### src/rtl/chrmap_pkg.sv
package chrmap_pkg;

  localparam int NUM_BANKS = 8;
  localparam int REG_W     = 16;
  localparam int IDX_W     = $clog2(NUM_BANKS);
  localparam int CFG_AW    = IDX_W + 2;

  typedef enum logic [1:0] {
    GRAN_8K = 2'b00,
    GRAN_4K = 2'b01,
    GRAN_2K = 2'b10,
    GRAN_1K = 2'b11
  } gran_e;

  typedef struct packed {
    logic       fold;   // 2nd 2 KB region reuses the first
    logic       flat;   // 1 = no page confinement
    logic [2:0] page;   // 256 KB page number
  } outer_t;

endpackage

### src/rtl/chr_bank_regs.sv
module chr_bank_regs
  import chrmap_pkg::*;
(
  input  logic                               clk,
  input  logic                               rst_ni,
  input  logic                               we_i,
  input  logic [CFG_AW-1:0]                  waddr_i,
  input  logic [7:0]                         wdata_i,
  output logic [NUM_BANKS-1:0][REG_W-1:0]    banks_o,
  output gran_e                              gran_o,
  output outer_t                             outer_o
);

  localparam logic [CFG_AW-1:0] HI_BASE    = CFG_AW'(NUM_BANKS);
  localparam logic [CFG_AW-1:0] MODE_ADDR  = CFG_AW'(2 * NUM_BANKS);
  localparam logic [CFG_AW-1:0] OUTER_ADDR = CFG_AW'(2 * NUM_BANKS + 1);

  logic [NUM_BANKS-1:0][REG_W-1:0] banks_q, banks_d;
  gran_e  gran_q, gran_d;
  outer_t outer_q, outer_d;
  logic [IDX_W-1:0] idx;

  assign idx = waddr_i[IDX_W-1:0];

  always_comb begin
    banks_d = banks_q;
    gran_d  = gran_q;
    outer_d = outer_q;
    if (waddr_i < HI_BASE) begin
      banks_d[idx][7:0] = wdata_i;
    end else if (waddr_i < MODE_ADDR) begin
      banks_d[idx][15:8] = wdata_i;
    end else if (waddr_i == MODE_ADDR) begin
      gran_d = gran_e'(wdata_i[4:3]);
    end else if (waddr_i == OUTER_ADDR) begin
      outer_d.fold = wdata_i[7];
      outer_d.flat = wdata_i[5];
      outer_d.page = {wdata_i[4], wdata_i[3], wdata_i[0]};
    end
  end

  always_ff @(posedge clk or negedge rst_ni) begin
    if (!rst_ni) begin
      banks_q <= '0;
      gran_q  <= GRAN_8K;
      outer_q <= '0;
    end else if (we_i) begin
      banks_q <= banks_d;
      gran_q  <= gran_d;
      outer_q <= outer_d;
    end
  end

  assign banks_o = banks_q;
  assign gran_o  = gran_q;
  assign outer_o = outer_q;

  // mode and outer bytes land in state on the next cycle
  a_r2_mode_load: assert property (@(posedge clk) disable iff (!rst_ni)
    (we_i && waddr_i == MODE_ADDR) |=> (gran_q == gran_e'($past(wdata_i[4:3]))));
  a_r2_outer_load: assert property (@(posedge clk) disable iff (!rst_ni)
    (we_i && waddr_i == OUTER_ADDR) |=>
      (outer_q.flat == $past(wdata_i[5]) && outer_q.fold == $past(wdata_i[7])));

endmodule

### src/rtl/chr_fetch_latch.sv
module chr_fetch_latch
  import chrmap_pkg::*;
#(
  parameter bit LATCH_EN = 1'b1
) (
  input  logic             clk,
  input  logic             rst_ni,
  input  logic             rd_i,
  input  logic [8:0]       row_i,     // fetch address bits [12:4]
  output logic [IDX_W-1:0] sel_lo_o,
  output logic [IDX_W-1:0] sel_hi_o
);

  localparam logic [7:0] ROW_A = 8'hFD;
  localparam logic [7:0] ROW_B = 8'hFE;
  localparam logic [IDX_W-1:0] LO_RST = IDX_W'(0);
  localparam logic [IDX_W-1:0] HI_RST = IDX_W'(4);

  generate
    if (LATCH_EN) begin : g_snoop
      logic [IDX_W-1:0] lo_q, lo_d, hi_q, hi_d;
      logic hit_a, hit_b, upper;
      logic [IDX_W-1:0] newval;

      assign hit_a = rd_i && (row_i[7:0] == ROW_A);
      assign hit_b = rd_i && (row_i[7:0] == ROW_B);
      assign upper = row_i[8];

      always_comb begin
        lo_d   = lo_q;
        hi_d   = hi_q;
        newval = IDX_W'({upper, 1'b0, 1'b0}) | (hit_b ? IDX_W'(2) : IDX_W'(0));
        if (hit_a || hit_b) begin
          if (upper) hi_d = newval;
          else       lo_d = newval;
        end
      end

      always_ff @(posedge clk or negedge rst_ni) begin
        if (!rst_ni) begin
          lo_q <= LO_RST;
          hi_q <= HI_RST;
        end else if (hit_a || hit_b) begin
          lo_q <= lo_d;
          hi_q <= hi_d;
        end
      end

      assign sel_lo_o = lo_q;
      assign sel_hi_o = hi_q;

      // each trigger row loads the selector it names
      a_r10_fe_lower: assert property (@(posedge clk) disable iff (!rst_ni)
        (rd_i && row_i == {1'b0, ROW_B}) |=> (sel_lo_o == IDX_W'(2)));
      a_r10_fd_upper: assert property (@(posedge clk) disable iff (!rst_ni)
        (rd_i && row_i == {1'b1, ROW_A}) |=> (sel_hi_o == IDX_W'(4)));
      a_r10_idle_hold: assert property (@(posedge clk) disable iff (!rst_ni)
        (!rd_i) |=> ($stable(sel_lo_o) && $stable(sel_hi_o)));
    end else begin : g_fixed
      assign sel_lo_o = LO_RST;
      assign sel_hi_o = HI_RST;
    end
  endgenerate

  // selectors never leave their own half
  a_r9_halves: assert property (@(posedge clk) disable iff (!rst_ni)
    (sel_lo_o[2] == 1'b0) && (sel_hi_o[2] == 1'b1) && (sel_lo_o[0] == 1'b0) && (sel_hi_o[0] == 1'b0));

endmodule

### src/rtl/chr_addr_calc.sv
module chr_addr_calc
  import chrmap_pkg::*;
#(
  parameter int CHR_AW = 21
) (
  input  logic [NUM_BANKS-1:0][REG_W-1:0] banks_i,
  input  gran_e                           gran_i,
  input  outer_t                          outer_i,
  input  logic [IDX_W-1:0]                sel_lo_i,
  input  logic [IDX_W-1:0]                sel_hi_i,
  input  logic [12:0]                     ppu_addr_i,
  output logic [CHR_AW-1:0]               chr_addr_o
);

  logic [2:0]        win;
  logic [IDX_W-1:0]  sel;
  logic [1:0]        shamt;
  logic [3:0]        offbits;
  logic [REG_W-1:0]  base_n, mask_n, raw, bank_n;
  logic [CHR_AW-1:0] offmask;

  always_comb begin
    win = ppu_addr_i[12:10];
    if ((gran_i == GRAN_2K || gran_i == GRAN_1K) && outer_i.fold &&
        ppu_addr_i[12:11] == 2'b01) begin
      win[1] = 1'b0;
    end
    unique case (gran_i)
      GRAN_8K: begin sel = '0;                              shamt = 2'd3; end
      GRAN_4K: begin sel = ppu_addr_i[12] ? sel_hi_i : sel_lo_i; shamt = 2'd2; end
      GRAN_2K: begin sel = {win[2:1], 1'b0};                shamt = 2'd1; end
      default: begin sel = win;                             shamt = 2'd0; end
    endcase
    offbits = 4'd10 + {2'b00, shamt};
    base_n  = {{(REG_W-11){1'b0}}, outer_i.page, 8'h00} >> shamt;
    mask_n  = {{(REG_W-8){1'b0}}, 8'hFF} >> shamt;
    raw     = banks_i[sel];
    bank_n  = outer_i.flat ? raw : (base_n | (raw & mask_n));
    offmask = (CHR_AW'(1) << offbits) - CHR_AW'(1);
    chr_addr_o = (CHR_AW'(bank_n) << offbits) | (CHR_AW'(ppu_addr_i) & offmask);
  end

endmodule

### src/rtl/chr_bank_mapper.sv
module chr_bank_mapper
  import chrmap_pkg::*;
#(
  parameter int CHR_AW   = 21,
  parameter bit LATCH_EN = 1'b1
) (
  input  logic              clk,
  input  logic              rst_n,
  input  logic              cfg_we,
  input  logic [4:0]        cfg_addr,
  input  logic [7:0]        cfg_wdata,
  input  logic              ppu_rd,
  input  logic [12:0]       ppu_addr,
  output logic [CHR_AW-1:0] chr_addr
);

  logic [1:0] rst_pipe;
  logic       rst_ni;

  always_ff @(posedge clk or negedge rst_n) begin
    if (!rst_n) rst_pipe <= 2'b00;
    else        rst_pipe <= {rst_pipe[0], 1'b1};
  end
  assign rst_ni = rst_pipe[1];

  logic [NUM_BANKS-1:0][REG_W-1:0] banks;
  gran_e            gran;
  outer_t           outer;
  logic [IDX_W-1:0] sel_lo, sel_hi;

  chr_bank_regs u_regs (
    .clk(clk), .rst_ni(rst_ni), .we_i(cfg_we), .waddr_i(cfg_addr),
    .wdata_i(cfg_wdata), .banks_o(banks), .gran_o(gran), .outer_o(outer)
  );

  chr_fetch_latch #(.LATCH_EN(LATCH_EN)) u_latch (
    .clk(clk), .rst_ni(rst_ni), .rd_i(ppu_rd), .row_i(ppu_addr[12:4]),
    .sel_lo_o(sel_lo), .sel_hi_o(sel_hi)
  );

  chr_addr_calc #(.CHR_AW(CHR_AW)) u_calc (
    .banks_i(banks), .gran_i(gran), .outer_i(outer), .sel_lo_i(sel_lo),
    .sel_hi_i(sel_hi), .ppu_addr_i(ppu_addr), .chr_addr_o(chr_addr)
  );

  // 8 KB windows pass the whole fetch offset through
  a_r4_offset: assert property (@(posedge clk) disable iff (!rst_ni)
    (gran == GRAN_8K) |-> (chr_addr[12:0] == ppu_addr));

  generate
    if (CHR_AW >= 21) begin : g_page_chk
      // confined 1 KB banks place the page in bits [20:18]
      a_r6_page_bits: assert property (@(posedge clk) disable iff (!rst_ni)
        (gran == GRAN_1K && !outer.flat) |-> (chr_addr[20:18] == outer.page));
    end
  endgenerate

endmodule

### config.mk
export PLATFORM = sky130hd
export DESIGN_NAME = chr_bank_mapper
export DESIGN_NICKNAME = d
export VERILOG_FILES = /design/src/rtl/chrmap_pkg.sv /design/src/rtl/chr_bank_regs.sv /design/src/rtl/chr_fetch_latch.sv /design/src/rtl/chr_addr_calc.sv /design/src/rtl/chr_bank_mapper.sv
export SDC_FILE = /design/constraint.sdc
export NUM_CORES = 1
export LEC_CHECK = 0
export ABC_CLOCK_PERIOD_IN_PS = 4700
export BUFFER_PORTS_ARGS = -buffer_cell sky130_fd_sc_hd__buf_2
export CAP_MARGIN = 20
export CORE_ASPECT_RATIO = 1.75
export CORE_MARGIN = 2
export CORE_UTILIZATION = 61
export CTS_CLUSTER_SIZE = 8
export DETAILED_ROUTE_END_ITERATION = 6
export MAX_ROUTING_LAYER = met4
export PLACE_DENSITY = 0.82
export SYNTH_ARGS = -nofsm -noshare
export SYNTH_HDL_FRONTEND = slang
export SYNTH_HIERARCHICAL = 1
export SYNTH_SLANG_ARGS = --single-unit
### constraint.sdc
create_clock -name clk -period 4.7 [get_ports clk]
set_input_delay 0.47 -clock clk [delete_from_list [all_inputs] [get_ports clk]]
set_output_delay 0.47 -clock clk [all_outputs]
set_load 0.005 [all_outputs]
==> flow_metrics.tcl <==
set metrics [dict create \
    die_area_um2 9860 \
    synth_cells 450 \
    relSlewSlack 0.537 \
    cp_slowest_cell "dfrtp_1" \
    yosys_warnings 6 \
    fillers 635 \
    antenna_found_initial 0 \
    cts_root_buf "clkbuf_16" \
    start_kind "register" \
    overflow 0 \
    htreeDepth 3 \
    stdcell_area_um2 6040 \
    powerDensity_nw_per_um2 435 \
    diodes 0 \
    critPathMostFrequentCell "nand2_1" \
    first_global_vias 3811 \
    synthToLayoutAreaGrowth_pct 9.50 \
    clock_latency_ns 0.35 \
    fp.coreArea_um2 8920 \
    drc 0 \
    syn_area_per_cell_um2 12.3 \
    cts_buffers 9 \
    routed_via_density 6.29 \
    maxCapViolCount 0 \
    cpPeakStageDelay_ns 0.74 \
    finClkSkew_ns 0.00490 \
    dpl_cell_area_um2 5720 \
    crit_required_ns 4.23 \
    setup_tns_ns 0 \
    fin_nets 502 \
    dr_wl_met3_um 560 \
    vias 3758 \
    die_w_um 75.9 \
    gp_congestion 0.944 \
    path_clk_slew_ns 0.07 \
    dp_hpwl_um 9200 \
    drtPass1Iterations 5 \
    num_io_pins 51 \
    syn_area_um2 5520 \
    cp_max_fo 21 \
    std_cell_rows 46 \
    fp.dieH_um 130 \
    setup_viol 0 \
    critPathTopFamily "flip-flops" \
    worstHoldPathType "input pin to register" \
    drive_above_1_share 0.405 \
    wl_met2_um 6990 \
    min_period_ns 3.83 \
    grt_max_degree 55 \
    cts_setup_buffers 0 \
    multiInputGateArea_um2 2740 \
    wl_per_cell_um 21.8 \
    hold_ws_ns 0.344 \
    top_layer_used "met4" \
    place.port_buffers 42 \
    cp_cell_sequence "nand2_1, o22ai_2, buf_4, mux4_1, mux2i_1, nor2_1, a211oi_1, nand2_1, buf_2" \
    dr.first_iter.drc_count 243 \
    grt_pass1_wl_um 20400 \
    vdd_drop_max_uv 256 \
    min_period_over_period 0.815 \
    power.leakage_nw 2.79 \
    cp_data_arrival_time_ns 3.36 \
    initial_utilization 0.619 \
    detail-route-antenna-nets 0 \
    hold_buffers 1 \
    cts_tree "built" \
    report.final.slew_viol_count 0 \
    seq_area_um2 2530 \
    track_usage 0.283 \
    clock_sinks 101 \
    routedLengthMet1_um 4980 \
    wl_um 13000 \
    worst-path-buf-inv 2 \
    status "complete, no violations" \
    worstMarginPinSlew_ns 0.695 \
    clockBufferDepth 2 \
    cts_resized 0 \
    hold_viol 0 \
    clock.fmax_mhz 261 \
    path_class "register to output pin" \
    rsz0062_at_grt "no" \
    endpoint_kind "output pin" \
]
==> registers in the layout, summed over array words and instances, names as in the netlist <==
register	cells
u_latch/sel_hi_o	2
u_regs/banks_o	88
u_regs/outer_o	5
u_regs/gran_o	2
u_latch/sel_lo_o	2
rst_pipe	2
==> stage by stage <==
stage | std cells | worst slack [ns] | utilization | total power, W
floorplan | 451 | 1.68 | - | 0.00164
global placement | 580 | 1.34 | 0.641 | 0.00182
detailed placement | 580 | 1.22 | 0.641 | 0.00185
CTS | 597 | 0.857 | 0.678 | 0.00263
global route | 597 | 0.693 | 0.678 | 0.00275
finish | 597 | 0.871 | 0.678 | 0.00263
==> layout make-up <==
class                   instances  share of cell area
inverters                       7             0.00435
multi-input cells             302               0.453
clock buffers                  11              0.0418
well taps                     120              0.0248
flip-flops and latches        101               0.419
clock inverters                 5              0.0110
repair buffers                 51              0.0464
==> power breakdown <==
part           switching (W)  internal (W)
Clock               0.000339      0.000449
Sequential          0.000111       0.00103
Combinational       0.000344      0.000359
==> worst paths after layout <==
path | start | end | slack, ns | cells after the start
max | u_regs/gran_o[1] | chr_addr[13] | 0.87 | 9
min | ppu_addr[4] | u_latch/sel_hi_o[1] | 0.34 | 2
max reg2reg | rst_pipe[1] | u_regs/banks_o[37] | 3.22 | 1
min reg2reg | rst_pipe[1] | u_regs/banks_o[36] | 0.35 | 0
max in group asynchronous | rst_pipe[1] | u_regs/banks_o[37] | 3.22 | 1
min in group asynchronous | rst_pipe[1] | u_regs/banks_o[36] | 0.35 | 0
==> per-layer routing <==
layer	vias up	track usage
li1	1687	-
met1	1890	0.311
met2	144	0.502
met3	37	0.0436
met4	0	0.141
met5	-	-
==> cells in the final DEF (no fill, tap or decap), drive strengths merged, types with 5 or more instances in the layout <==
| cell type | instances |
|---|---|
| inv | 8 |
| o211ai | 8 |
| nor3 | 5 |
| buf | 50 |
| nor2b | 6 |
| a21oi | 8 |
| mux2 | 109 |
| nand2 | 38 |
| nor2 | 16 |
| clkbuf | 11 |
| dfrtp | 100 |
| mux4 | 7 |
| mux2i | 23 |
| nand3 | 7 |
| o21ai | 7 |
Power figures use the tool's default switching activity.
